## src/rtl/xcvr_pkg.sv

```systemverilog
// Shared types for the bidirectional latch/register transceiver.
// Assumes: nothing beyond IEEE 1800-2017 packages.
package xcvr_pkg;

    // Number of independent transfer directions (A-to-B, B-to-A).
    localparam int NUM_DIR = 2;

    // Index of each direction in the per-direction arrays.
    typedef enum int {
        DIR_AB = 0,
        DIR_BA = 1
    } dir_idx_t;

    // Control bundle of one direction.
    typedef struct packed {
        logic le;      // 1 = transparent
        logic strobe;  // capture strobe, sampled on clk
        logic ce_n;    // strobe enable, active low
        logic oe_n;    // output enable, active low
    } path_ctl_t;

endpackage

```

## src/rtl/xfer_edge_detect.sv

```systemverilog
// Rise detector for a capture strobe sampled on the system clock.
// Assumes: strobe changes away from clk edges; each strobe level lasts
// at least one clk period. History clears to 0 on reset.
module xfer_edge_detect (
    input  logic clk,
    input  logic rst_n,
    input  logic strobe,
    output logic rise
);

    logic strobe_q;

    // Remember the strobe level seen at the previous clk edge.
    always_ff @(posedge clk) begin
        if (!rst_n) begin
            strobe_q <= 1'b0;
        end else begin
            strobe_q <= strobe;
        end
    end

    // A rise is high now and low at the previous edge.
    always_comb begin
        rise = strobe & ~strobe_q;
    end

endmodule

```

## src/rtl/xfer_store.sv

```systemverilog
// Storage element of one direction: tracks the source while
// transparent, captures it on an enabled strobe rise otherwise.
// Assumes: rise comes from xfer_edge_detect on the same clock.
module xfer_store #(
    parameter int W = 18
) (
    input  logic         clk,
    input  logic         rst_n,
    input  logic         le,
    input  logic         ce_n,
    input  logic         rise,
    input  logic [W-1:0] d,
    output logic [W-1:0] q
);

    logic load;

    // Decide whether this edge loads the source.
    always_comb begin
        load = le | (~ce_n & rise);
    end

    // Hold or load the stored word; clear on reset.
    always_ff @(posedge clk) begin
        if (!rst_n) begin
            q <= '0;
        end else if (load) begin
            q <= d;
        end
    end

endmodule

```

## src/rtl/xfer_drive.sv

```systemverilog
// Output stage of one direction: picks live or stored data and gates
// the side's value and per-bit drive enable with the output enable.
// Assumes: a released side must read all zeros for OR merging.
module xfer_drive #(
    parameter int W = 18
) (
    input  logic         le,
    input  logic         oe_n,
    input  logic [W-1:0] live,
    input  logic [W-1:0] held,
    output logic [W-1:0] dout,
    output logic [W-1:0] drv
);

    logic [W-1:0] pick;

    // Transparent mode shows the live source, otherwise the stored word.
    always_comb begin
        pick = le ? live : held;
    end

    // Gate value and drive enable with the active-low output enable.
    always_comb begin
        dout = oe_n ? '0 : pick;
        drv  = {W{~oe_n}};
    end

endmodule

```

## src/rtl/xfer_path.sv

```systemverilog
// One transfer direction: rise detector, storage element, output stage.
// Assumes: ctl fields are synchronous to clk apart from the
// combinational transparent route.
module xfer_path
    import xcvr_pkg::*;
#(
    parameter int W = 18
) (
    input  logic         clk,
    input  logic         rst_n,
    input  path_ctl_t    ctl,
    input  logic [W-1:0] src,
    output logic [W-1:0] dout,
    output logic [W-1:0] drv
);

    logic         rise;
    logic [W-1:0] held;

    xfer_edge_detect u_edge (
        .clk    (clk),
        .rst_n  (rst_n),
        .strobe (ctl.strobe),
        .rise   (rise)
    );

    xfer_store #(.W(W)) u_store (
        .clk   (clk),
        .rst_n (rst_n),
        .le    (ctl.le),
        .ce_n  (ctl.ce_n),
        .rise  (rise),
        .d     (src),
        .q     (held)
    );

    xfer_drive #(.W(W)) u_drive (
        .le   (ctl.le),
        .oe_n (ctl.oe_n),
        .live (src),
        .held (held),
        .dout (dout),
        .drv  (drv)
    );

endmodule

```

## src/rtl/bidir_hold_xcvr.sv

```systemverilog
// Bidirectional latch/register transceiver between sides A and B.
// Two independent paths, each with its own latch enable, strobe,
// strobe enable and output enable. Tri-state mapping is left to the
// pad wrapper through the per-bit drive enables.
// Assumes: one system clock; synchronous active-low reset.
module bidir_hold_xcvr
    import xcvr_pkg::*;
#(
    parameter int W = 18
) (
    input  logic         clk,
    input  logic         rst_n,
    input  logic [W-1:0] a_in,
    output logic [W-1:0] a_out,
    output logic [W-1:0] a_drv,
    input  logic [W-1:0] b_in,
    output logic [W-1:0] b_out,
    output logic [W-1:0] b_drv,
    input  logic         ab_le,
    input  logic         ab_strobe,
    input  logic         ab_ce_n,
    input  logic         ab_oe_n,
    input  logic         ba_le,
    input  logic         ba_strobe,
    input  logic         ba_ce_n,
    input  logic         ba_oe_n
);

    path_ctl_t    ctl  [NUM_DIR];
    logic [W-1:0] src  [NUM_DIR];
    logic [W-1:0] dout [NUM_DIR];
    logic [W-1:0] drv  [NUM_DIR];

    // Gather per-direction controls and sources.
    always_comb begin
        ctl[DIR_AB] = '{le: ab_le, strobe: ab_strobe, ce_n: ab_ce_n, oe_n: ab_oe_n};
        ctl[DIR_BA] = '{le: ba_le, strobe: ba_strobe, ce_n: ba_ce_n, oe_n: ba_oe_n};
        src[DIR_AB] = a_in;
        src[DIR_BA] = b_in;
    end

    for (genvar d = 0; d < NUM_DIR; d++) begin : g_dir
        xfer_path #(.W(W)) u_path (
            .clk   (clk),
            .rst_n (rst_n),
            .ctl   (ctl[d]),
            .src   (src[d]),
            .dout  (dout[d]),
            .drv   (drv[d])
        );
    end

    // A-to-B path feeds side B, B-to-A path feeds side A.
    always_comb begin
        b_out = dout[DIR_AB];
        b_drv = drv[DIR_AB];
        a_out = dout[DIR_BA];
        a_drv = drv[DIR_BA];
    end

endmodule

```

## config.mk

```make
export PLATFORM = sky130hd
export DESIGN_NAME = bidir_hold_xcvr
export DESIGN_NICKNAME = d
export VERILOG_FILES = /design/src/rtl/xcvr_pkg.sv /design/src/rtl/xfer_edge_detect.sv /design/src/rtl/xfer_store.sv /design/src/rtl/xfer_drive.sv /design/src/rtl/xfer_path.sv /design/src/rtl/bidir_hold_xcvr.sv
export SDC_FILE = /design/constraint.sdc
export NUM_CORES = 1
export LEC_CHECK = 0
export BUFFER_PORTS_ARGS = -buffer_cell sky130_fd_sc_hd__buf_2
export CAP_MARGIN = 5
export CORE_ASPECT_RATIO = 2
export CORE_MARGIN = 2
export CORE_UTILIZATION = 37
export DETAILED_ROUTE_END_ITERATION = 8
export MAX_ROUTING_LAYER = met4
export PLACE_DENSITY = 0.69
export SLEW_MARGIN = 25
export SYNTH_ARGS = -nofsm -noshare
export SYNTH_HDL_FRONTEND = slang
export SYNTH_HIERARCHICAL = 1
export SYNTH_SLANG_ARGS = --single-unit
```

## constraint.sdc

```tcl
create_clock -name clk -period 1.21 [get_ports clk]
set_input_delay 0.242 -clock clk [delete_from_list [all_inputs] [get_ports clk]]
set_output_delay 0.242 -clock clk [all_outputs]
set_load 0.02 [all_outputs]
```

==> flow_metrics.tcl, run 1 <==
set metrics [dict create \
    status "finished, violations left" \
    violations "negative setup slack" \
    ir_drop_v 0.0007834 \
    cts_buffers 5 \
    layout-drive-gt1-share 0.4580 \
    syn-num-nets 328 \
    antenna-diode-count 0 \
    clk_latency_ns 0.28 \
    dr.pass1.iters 4 \
    path_cells "mux2i_2 -> nor2_1 -> buf_4" \
    fin_cells 455 \
    worst_slack_ns -0.04267 \
    worst_ep_arrival_time_ns 1.01 \
    cpMaxStageDelayCell "dfxtp_2" \
    root_buffer "clkbuf_16" \
    post-route-drc-count 0 \
    synth_seq_cells 38 \
    grtUsageTotal 0.1488 \
    area_growth_pct 34.78 \
    vias 2045 \
    netlist_area_mm2 0.002400 \
    placed_cell_area_mm2 0.002828 \
    grt_overflow_total 0 \
    gp_congestion 0.8262 \
    synth.largest_area_cell "dfxtp_1" \
    synth_cells 282 \
    timing.fmax_ghz 0.7983 \
    tightest_slew_ns 0.2732 \
    fp.coreArea_mm2 0.006310 \
    seq_area_frac_synth 0.3170 \
    clockBufferDepth 2 \
    numPortBuffers 117 \
    fin_crit_sh 1.035 \
    design_area_mm2 0.003234 \
    cts-hold-fix-buffers 0 \
    yosys_warnings 6 \
    slew_headroom 0.8179 \
    grt_max_degree 40 \
    grt_pass1_wl_um 8038 \
    slowest_delay_ns 0.32 \
    power_density_mw_per_mm2 1186 \
    max_cap_violations 0 \
    cp.depth 3 \
    clock_skew_ns 0.004394 \
    path_clk_slew_ns 0.06 \
    layout.nets 414 \
    power_leakage_nw 1.656 \
    worst_setup_path_start_kind "flop" \
    cts_tree "built" \
    via_per_inst 4.495 \
    io_pins 118 \
    first_global_vias 1808 \
    grt_setup_unrepaired "true" \
    drv_slew 0 \
    hold_violations 0 \
    wl_um 5696 \
    rows 41 \
    post-place-cells 440 \
    path_class "reg -> out" \
    synthTopCellsByArea "dfxtp_1 (32%), mux2i_1 (30%), nand2_1 (11%)" \
    rr_worst_depth 4 \
    antenna_found_initial 0 \
    final_antenna_net_count 0 \
    crit_buf_inv 1 \
    fp.dieH_um 117.9 \
    min_path_type "in -> reg" \
    drt_iter0_drc 58 \
    wl_per_cell_um 12.52 \
    avgSynthCellArea_um2 8.510 \
    holdPathStages 2 \
    numClockSinks 38 \
    start_util 0.3803 \
    cp-end-kind "primary output" \
    yosysUniqueCellTypes 12 \
    path_max_fanout 2 \
    synth_top_area_frac 0.3170 \
    dieArea_mm2 0.007185 \
    setup_viol 2 \
    die_w_um 60.95 \
    required_ns 0.97 \
    critPathTopFamily "flip-flops" \
    cts.htree.levels 2 \
    hpwl_um 4009 \
    period_needed_ns 1.253 \
]
cell families after synthesis:
| family | Yosys count | synth area share |
|---|---|---|
| multiplexers | 72 | 0.3003 |
| AND/OR/NAND/NOR | 112 | 0.1856 |
| AO/OA/AOI/OAI | 2 | 0.007301 |
| flip-flops | 38 | 0.3170 |
| buffers and inverters | 58 | 0.1898 |
placed cells by master, fill, tap and decap left out:
cell | synthesis | layout
a21oi_2 | 2 | 2
and2_1 | 2 | 2
buf_12 | 4 | 8
buf_2 | 12 | 88
buf_4 | 34 | 28
buf_6 | 4 | 3
bufinv_16 | 0 | 1
clkbuf_16 | 0 | 9
clkinvlp_4 | 0 | 6
dfxtp_1 | 38 | 17
dfxtp_2 | 0 | 21
inv_1 | 4 | 2
mux2i_1 | 72 | 71
mux2i_2 | 0 | 1
nand2_1 | 72 | 72
nor2_1 | 36 | 36
nor2b_4 | 2 | 2
synthesized netlist by cell type (all sizes together):
library cell	instances
mux2i	72
inv	4
nor2b	2
dfxtp	38
buf	54
nand2	72
a21oi	2
and2	2
nor2	36
state kept, by name, summed over array words and instances, names as in the netlist:
register                      cells
g_dir.u_path/u_store/q           36
g_dir.u_path/u_edge/strobe_q      2
metal layers:
layer	global-route usage	vias up	part of all wire
met3	0.02418	17	0.049
met2	0.2695	77	0.57
li1	-	1044	-
met4	0.06658	0	0.035
met1	0.1449	907	0.34
met5	-	-	0
worst paths after layout:
check | end | startpoint | slack, ns
worst max-delay path | b_out[17] | g_dir[0].u_path/u_store/q[17]$_SDFFE_PN0P_ | -0.04
worst min-delay path | g_dir[1].u_path/u_edge/strobe_q$_SDFF_PN0_ | ba_strobe | 0.18
worst max register to register | g_dir[0].u_path/u_store/q[17]$_SDFFE_PN0P_ | g_dir[0].u_path/u_edge/strobe_q$_SDFF_PN0_ | 0.13
worst min register to register | g_dir[0].u_path/u_store/q[14]$_SDFFE_PN0P_ | g_dir[0].u_path/u_store/q[14]$_SDFFE_PN0P_ | 0.46
timing repair:
action,CTS,global route
gates cloned,0,7
resized for setup,4,53
buffers inserted,0,0
pin swaps,1,6
endpoints found under the setup margin,5,68
layout make-up:
type / count / area [um^2]
tap: 86 / 107.6
fill: 610 / 3075
clock inverter: 3 / 45.04
sequential: 38 / 787.0
inverter: 4 / 22.52
multi-input combinational: 186 / 1187
clock buffer: 5 / 125.1
timing repair buffer: 131 / 944.7
timing repair inverter: 2 / 15.01
report_power, final:
part           switching [mW]  internal (mW)
sequential             0.0470           1.35
clock                   0.518          0.971
combinational           0.516          0.431
total                    1.08           2.75
metrics by stage:
stage	TNS, ns	hold slack (ns)	setup WS [ns]	power (mW)	utilization
after global routing	-0.4418	0.1947	-0.07043	4.014	0.5126
final	-0.04865	0.1790	-0.04267	3.835	0.5126
after CTS	-0.07126	0.1751	-0.02995	3.785	0.4765
after floorplan	-5.644	0.3637	-0.1660	2.131	-
after detailed placement	-0.04920	0.4514	-0.02730	2.278	0.4481
after global placement	-0.0003388	0.4440	-0.0003388	2.258	0.4481
Note: power is estimated with default switching activity, not from simulation.
==> run 2: changes to the inputs <==
- BUFFER_PORTS_ARGS: -buffer_cell sky130_fd_sc_hd__buf_2 -> default
- DONT_BUFFER_PORTS: default -> 1
- PLACE_DENSITY: 0.69 -> default
==> flow_metrics.tcl, run 2 (same netlist as run 1, synthesis figures left out) <==
set metrics [dict create \
    hold_violations 0 \
    path_cells "mux2i_1 -> nor2_1 -> buf_4" \
    layout.nets 288 \
    numClockSinks 38 \
    layout-drive-gt1-share 0.2305 \
    clk_latency_ns 0.28 \
    start_util 0.3803 \
    path_class "reg -> out" \
    slew_headroom 0.8558 \
    drv_slew 0 \
    setup_viol 0 \
    hpwl_um 3159 \
    power_leakage_nw 1.061 \
    antenna_found_initial 0 \
    grt_setup_unrepaired "true" \
    required_ns 0.97 \
    dp_slack_ns 0.1495 \
    root_buffer "clkbuf_16" \
    vias 1568 \
    antenna-diode-count 0 \
    fin_cells 329 \
    drt_iter0_drc 39 \
    worst_ep_arrival_time_ns 0.94 \
    clock_skew_ns 0.004750 \
    max_cap_violations 0 \
    dr.pass1.iters 4 \
    rows 41 \
    final_common_cell "nand2_1" \
    wl_um 4291 \
    wl_per_cell_um 13.04 \
    power_density_mw_per_mm2 1398 \
    cts_tree "built" \
    period_needed_ns 1.186 \
    largest_register_ffs 36 \
    timing.fmax_ghz 0.8432 \
    cts.htree.levels 2 \
    fin_crit_sh 0.9802 \
    gp_congestion 0.7355 \
    path_max_fanout 2 \
    cp-end-kind "primary output" \
    top_register "g_dir.u_path/u_store/q" \
    fill_cells 654 \
    fp.dieH_um 117.9 \
    grt_max_degree 75 \
    cts_buffers 5 \
    path_clk_slew_ns 0.06 \
    fp.coreArea_mm2 0.006310 \
    post-route-drc-count 0 \
    clockBufferDepth 2 \
    top_regs "g_dir.u_path/u_store/q (36), g_dir.u_path/u_edge/strobe_q (2)" \
    area_growth_pct 2.086 \
    via_per_inst 4.766 \
    ir_drop_v 0.0006811 \
    slowest_delay_ns 0.31 \
    worst_setup_path_start_kind "flop" \
    fin_util 0.3883 \
    dieArea_mm2 0.007185 \
    final_antenna_net_count 0 \
    cpMaxStageDelayCell "dfxtp_1" \
    numPortBuffers 0 \
    worst_slack_ns 0.02397 \
    grtUsageTotal 0.1226 \
    grt_pass1_wl_um 6699 \
    die_w_um 60.95 \
    status "completed" \
    first_global_vias 1538 \
    min_path_type "in -> reg" \
    total_power_mw 3.424 \
    grt_overflow_total 0 \
    setup_tns_ns 0 \
    io_pins 118 \
    tightest_slew_ns 0.2102 \
    post-place-cells 321 \
    final_cell_mix "nand2_1 (72), mux2i_1 (71), dfxtp_1 (38), nor2_2 (35), clkbuf_16 (5)" \
]
run 2: cell types whose count changed in the layout (fill, tap and decap cells not counted), sizes merged:
cell      previous run  this run
buf                127         7
clkinvlp             6         3
clkbuf               9         6
run 2: path summary, 6_finish.rpt:
kind	from	end	slack, ns	cells after the start
worst max-delay path	g_dir[1].u_path/u_store/q[11]$_SDFFE_PN0P_	a_out[11]	0.02	3
worst min-delay path	ab_strobe	g_dir[0].u_path/u_edge/strobe_q$_SDFF_PN0_	0.09	1
worst max register to register	g_dir[1].u_path/u_edge/strobe_q$_SDFF_PN0_	g_dir[1].u_path/u_store/q[6]$_SDFFE_PN0P_	0.15	4
worst min register to register	g_dir[0].u_path/u_store/q[8]$_SDFFE_PN0P_	g_dir[0].u_path/u_store/q[8]$_SDFFE_PN0P_	0.46	2
run 2: cell type report:
class | count | area [um^2] | share of cell area
clock buffer | 6 | 128.9 | 0.05260
sequential | 38 | 760.7 | 0.3105
multi-input combinational | 186 | 1275 | 0.5204
tap | 86 | 107.6 | 0.04392
timing repair buffer | 7 | 117.6 | 0.04801
clock inverter | 2 | 37.54 | 0.01532
inverter | 4 | 22.52 | 0.009193
run 2: metal layers:
layer / vias to the layer above / routed length (um) / GRT usage
li1: 785 / - / -
met1: 721 / 1562 / 0.1185
met2: 58 / 2412 / 0.2238
met3: 4 / 247 / 0.02527
met4: 0 / 68 / 0.04620
met5: - / 0 / -
run 2: where the power goes:
part           internal [mW]  leakage (nW)  switching [mW]
combinational          0.225         0.669           0.355
sequential              1.34         0.315          0.0451
clock                  0.972        0.0771           0.485
total                   2.54          1.06           0.885
run 2: timing repair:
action,4_1_cts,5_1_grt
resized for setup,35,1
hold buffers,0,0
pin swaps,0,0
endpoints found under the hold margin,0,0
buffers inserted,0,0
endpoints found under the setup margin,35,2
run 2: metrics by stage:
stage	cell area [um^2]	hold slack, ns
after global routing	2450	0.09499
final	2450	0.08653
after global placement	2192	0.3673
after CTS	2446	0.08262
after floorplan	2567	0.3637
after detailed placement	2192	0.3688
run 2: critical path: cells and delay by family (launching register included):
| kind | cells | cell delay, ns |
|---|---|---|
| buffers and inverters | 1 | 0.15 |
| flip-flops | 1 | 0.31 |
| multiplexers | 1 | 0.14 |
| AND/OR/NAND/NOR | 1 | 0.06 |
==> run 3: changes to the inputs <==
--- a/config.mk
+++ b/config.mk
@@ -14,2 +14,3 @@
 export MAX_ROUTING_LAYER = met4
+export PLACE_DENSITY = 0.52
 export SLEW_MARGIN = 25
==> constraint.sdc (replaced) <==
create_clock -name clk -period 1.21 [get_ports clk]
set_input_delay 0.0605 -clock clk [delete_from_list [all_inputs] [get_ports clk]]
set_output_delay 0.0605 -clock clk [all_outputs]
set_load 0.02 [all_outputs]
==> flow_metrics.tcl, run 3 (same netlist as run 1, synthesis figures left out) <==
set metrics [dict create \
    timing.rr.start "g_dir[1].u_path/u_edge/strobe_q$_SDFF_PN0_" \
    fin_util 0.4878 \
    clock_power_share 0.375 \
    drt_iter0_drc 52 \
    reg2reg_to "g_dir[1].u_path/u_store/q[15]$_SDFFE_PN0P_" \
    clock_skew_ns 0.003179 \
    seqPwrFrac 0.404 \
    largest_register_ffs 36 \
    period_needed_ns 1.130 \
    layout.nets 362 \
    worst_ep_arrival_time_ns 1.33 \
    grt_overflow_total 0 \
    layout-drive-gt1-share 0.05678 \
    power_leakage_nw 1.329 \
    max_cap_violations 0 \
    final_antenna_net_count 0 \
    wl_per_cell_um 13.28 \
    sw_frac_of_total 0.2650 \
    postCtsSetupRepairBufs 0 \
    clockBufferDepth 2 \
    grt_setup_unrepaired "false" \
    p_int_mw 2.524 \
    path_class "in -> reg" \
    drv_slew 0 \
    die_w_um 60.95 \
    area_growth_pct 28.26 \
    final_cell_mix "dlygate4sd3_1 (76), mux2i_1 (72), nand2_1 (72), dfxtp_1 (38), nor2_1 (36)" \
    rrSetupSlack_ns 0.14 \
    hpwl_um 3152 \
    top_regs "g_dir.u_path/u_store/q (36), g_dir.u_path/u_edge/strobe_q (2)" \
    ir_drop_v 0.0008171 \
    grtUsageTotal 0.1582 \
    fin_cells 403 \
    path_max_fanout 2 \
    tightest_slew_ns 0.3944 \
    rr_worst_depth 4 \
    status "completed" \
    dieArea_mm2 0.007185 \
    antenna_found_initial 0 \
    grt_max_degree 40 \
    power_switching_mw 0.9100 \
    final_common_cell "dlygate4sd3_1" \
    clk_latency_ns 0.27 \
    first_global_vias 2000 \
    cts_tree "built" \
    p_comb_frac 0.221 \
    gp_congestion 0.6748 \
    antenna-diode-count 0 \
    fp.dieH_um 117.9 \
    root_buffer "clkbuf_16" \
    post-route-drc-count 0 \
    vias 1900 \
    start_util 0.3803 \
    timing.fmax_ghz 0.8852 \
    via_per_inst 4.715 \
    fill_cells 622 \
    top_register "g_dir.u_path/u_store/q" \
    rows 41 \
    grt_pass1_wl_um 8638 \
    cts_buffers 5 \
    setup_tns_ns 0 \
    worst_setup_path_start_kind "primary input" \
    cts.htree.levels 2 \
    hold_violations 0 \
    slew_headroom 0.7361 \
    power_density_mw_per_mm2 1116 \
    cp-end-kind "flop" \
    path_clk_slew_ns 0.06 \
    wl_um 5352 \
    dr.pass1.iters 4 \
    required_ns 1.41 \
    fin_crit_sh 0.9336 \
    setup_viol 0 \
    io_pins 118 \
    numClockSinks 38 \
    fp.coreArea_mm2 0.006310 \
    worstSetupEndpoint "g_dir[0].u_path/u_store/q[2]$_SDFFE_PN0P_" \
    numPortBuffers 0 \
    post-place-cells 318 \
    startpoint "a_in[2]" \
    min_path_type "in -> reg" \
]
[run 3: cell count changes in the layout (fill, tap and decap cells not counted), sizes merged]
cell and delta:
buf -2, clkbuf +1, dlygate4sd3 +76, bufinv -1, clkinv +3, clkinvlp -3
[run 3: what timing repair did]
action	4_1_cts	5_1_grt
resized for setup	0	0
hold buffers	77	0
hold endpoints to repair	38	0
[run 3: power groups by stage]
| stage | sequential [mW] | combinational [mW] | clock, mW |
|---|---|---|---|
| finish | 1.39 | 0.761 | 1.29 |
| global route | 1.39 | 0.820 | 1.39 |
| CTS | 1.39 | 0.762 | 1.35 |
| detailed placement | 1.41 | 0.541 | 0 |
| global placement | 1.41 | 0.534 | 0 |
| floorplan | 1.40 | 0.669 | 0 |
[run 3: critical path: stages]
cell and delay (ns):
dlygate4sd3_1 0.55, nand2_1 0.05, dlygate4sd3_1 0.55, mux2i_1 0.12
[run 3: per-layer routing]
metal,global-route usage,up-vias,routed length (um)
met2,0.3085,68,3164
li1,-,930,-
met3,0.02527,4,203
met4,0.04891,0,63
met1,0.1431,898,1921
met5,-,-,0
[run 3: how the worst min path moves through the flow]
stage               startpoint                                    endpoint  slack (ns)  depth (start not counted)
floorplan            ab_strobe  g_dir[0].u_path/u_edge/strobe_q$_SDFF_PN0_        0.18                          1
global placement     ab_strobe  g_dir[0].u_path/u_edge/strobe_q$_SDFF_PN0_        0.19                          1
detailed placement   ab_strobe  g_dir[0].u_path/u_edge/strobe_q$_SDFF_PN0_        0.19                          1
CTS                      rst_n  g_dir[1].u_path/u_store/q[14]$_SDFFE_PN0P_        0.12                          3
global route             rst_n   g_dir[1].u_path/u_store/q[3]$_SDFFE_PN0P_        0.13                          3
finish                   rst_n   g_dir[1].u_path/u_store/q[1]$_SDFFE_PN0P_        0.13                          3
[run 3: area by class of cell]
cell class                      instances  area, um^2  area share
Clock inverter                          1       5.005    0.001626
Timing Repair Buffer                   81       860.8      0.2797
Sequential cell                        38       760.7      0.2472
Inverter                                4       17.52    0.005691
Clock buffer                            7       142.6     0.04634
Tap cell                               86       107.6     0.03496
Multi-Input combinational cell        186        1184      0.3846
[run 3: stage by stage]
stage	worst slack, ns	power [mW]	hold slack (ns)	cell area (um^2)
3_5_place_dp	0.1653	1.954	0.1887	2150
3_3_place_gp	0.2045	1.945	0.1876	2150
2_1_floorplan	0.1480	2.069	0.1822	2400
4_1_cts	0.08532	3.500	0.1246	3078
5_1_grt	0.01088	3.599	0.1317	3078
6_report	0.08031	3.434	0.1278	3078
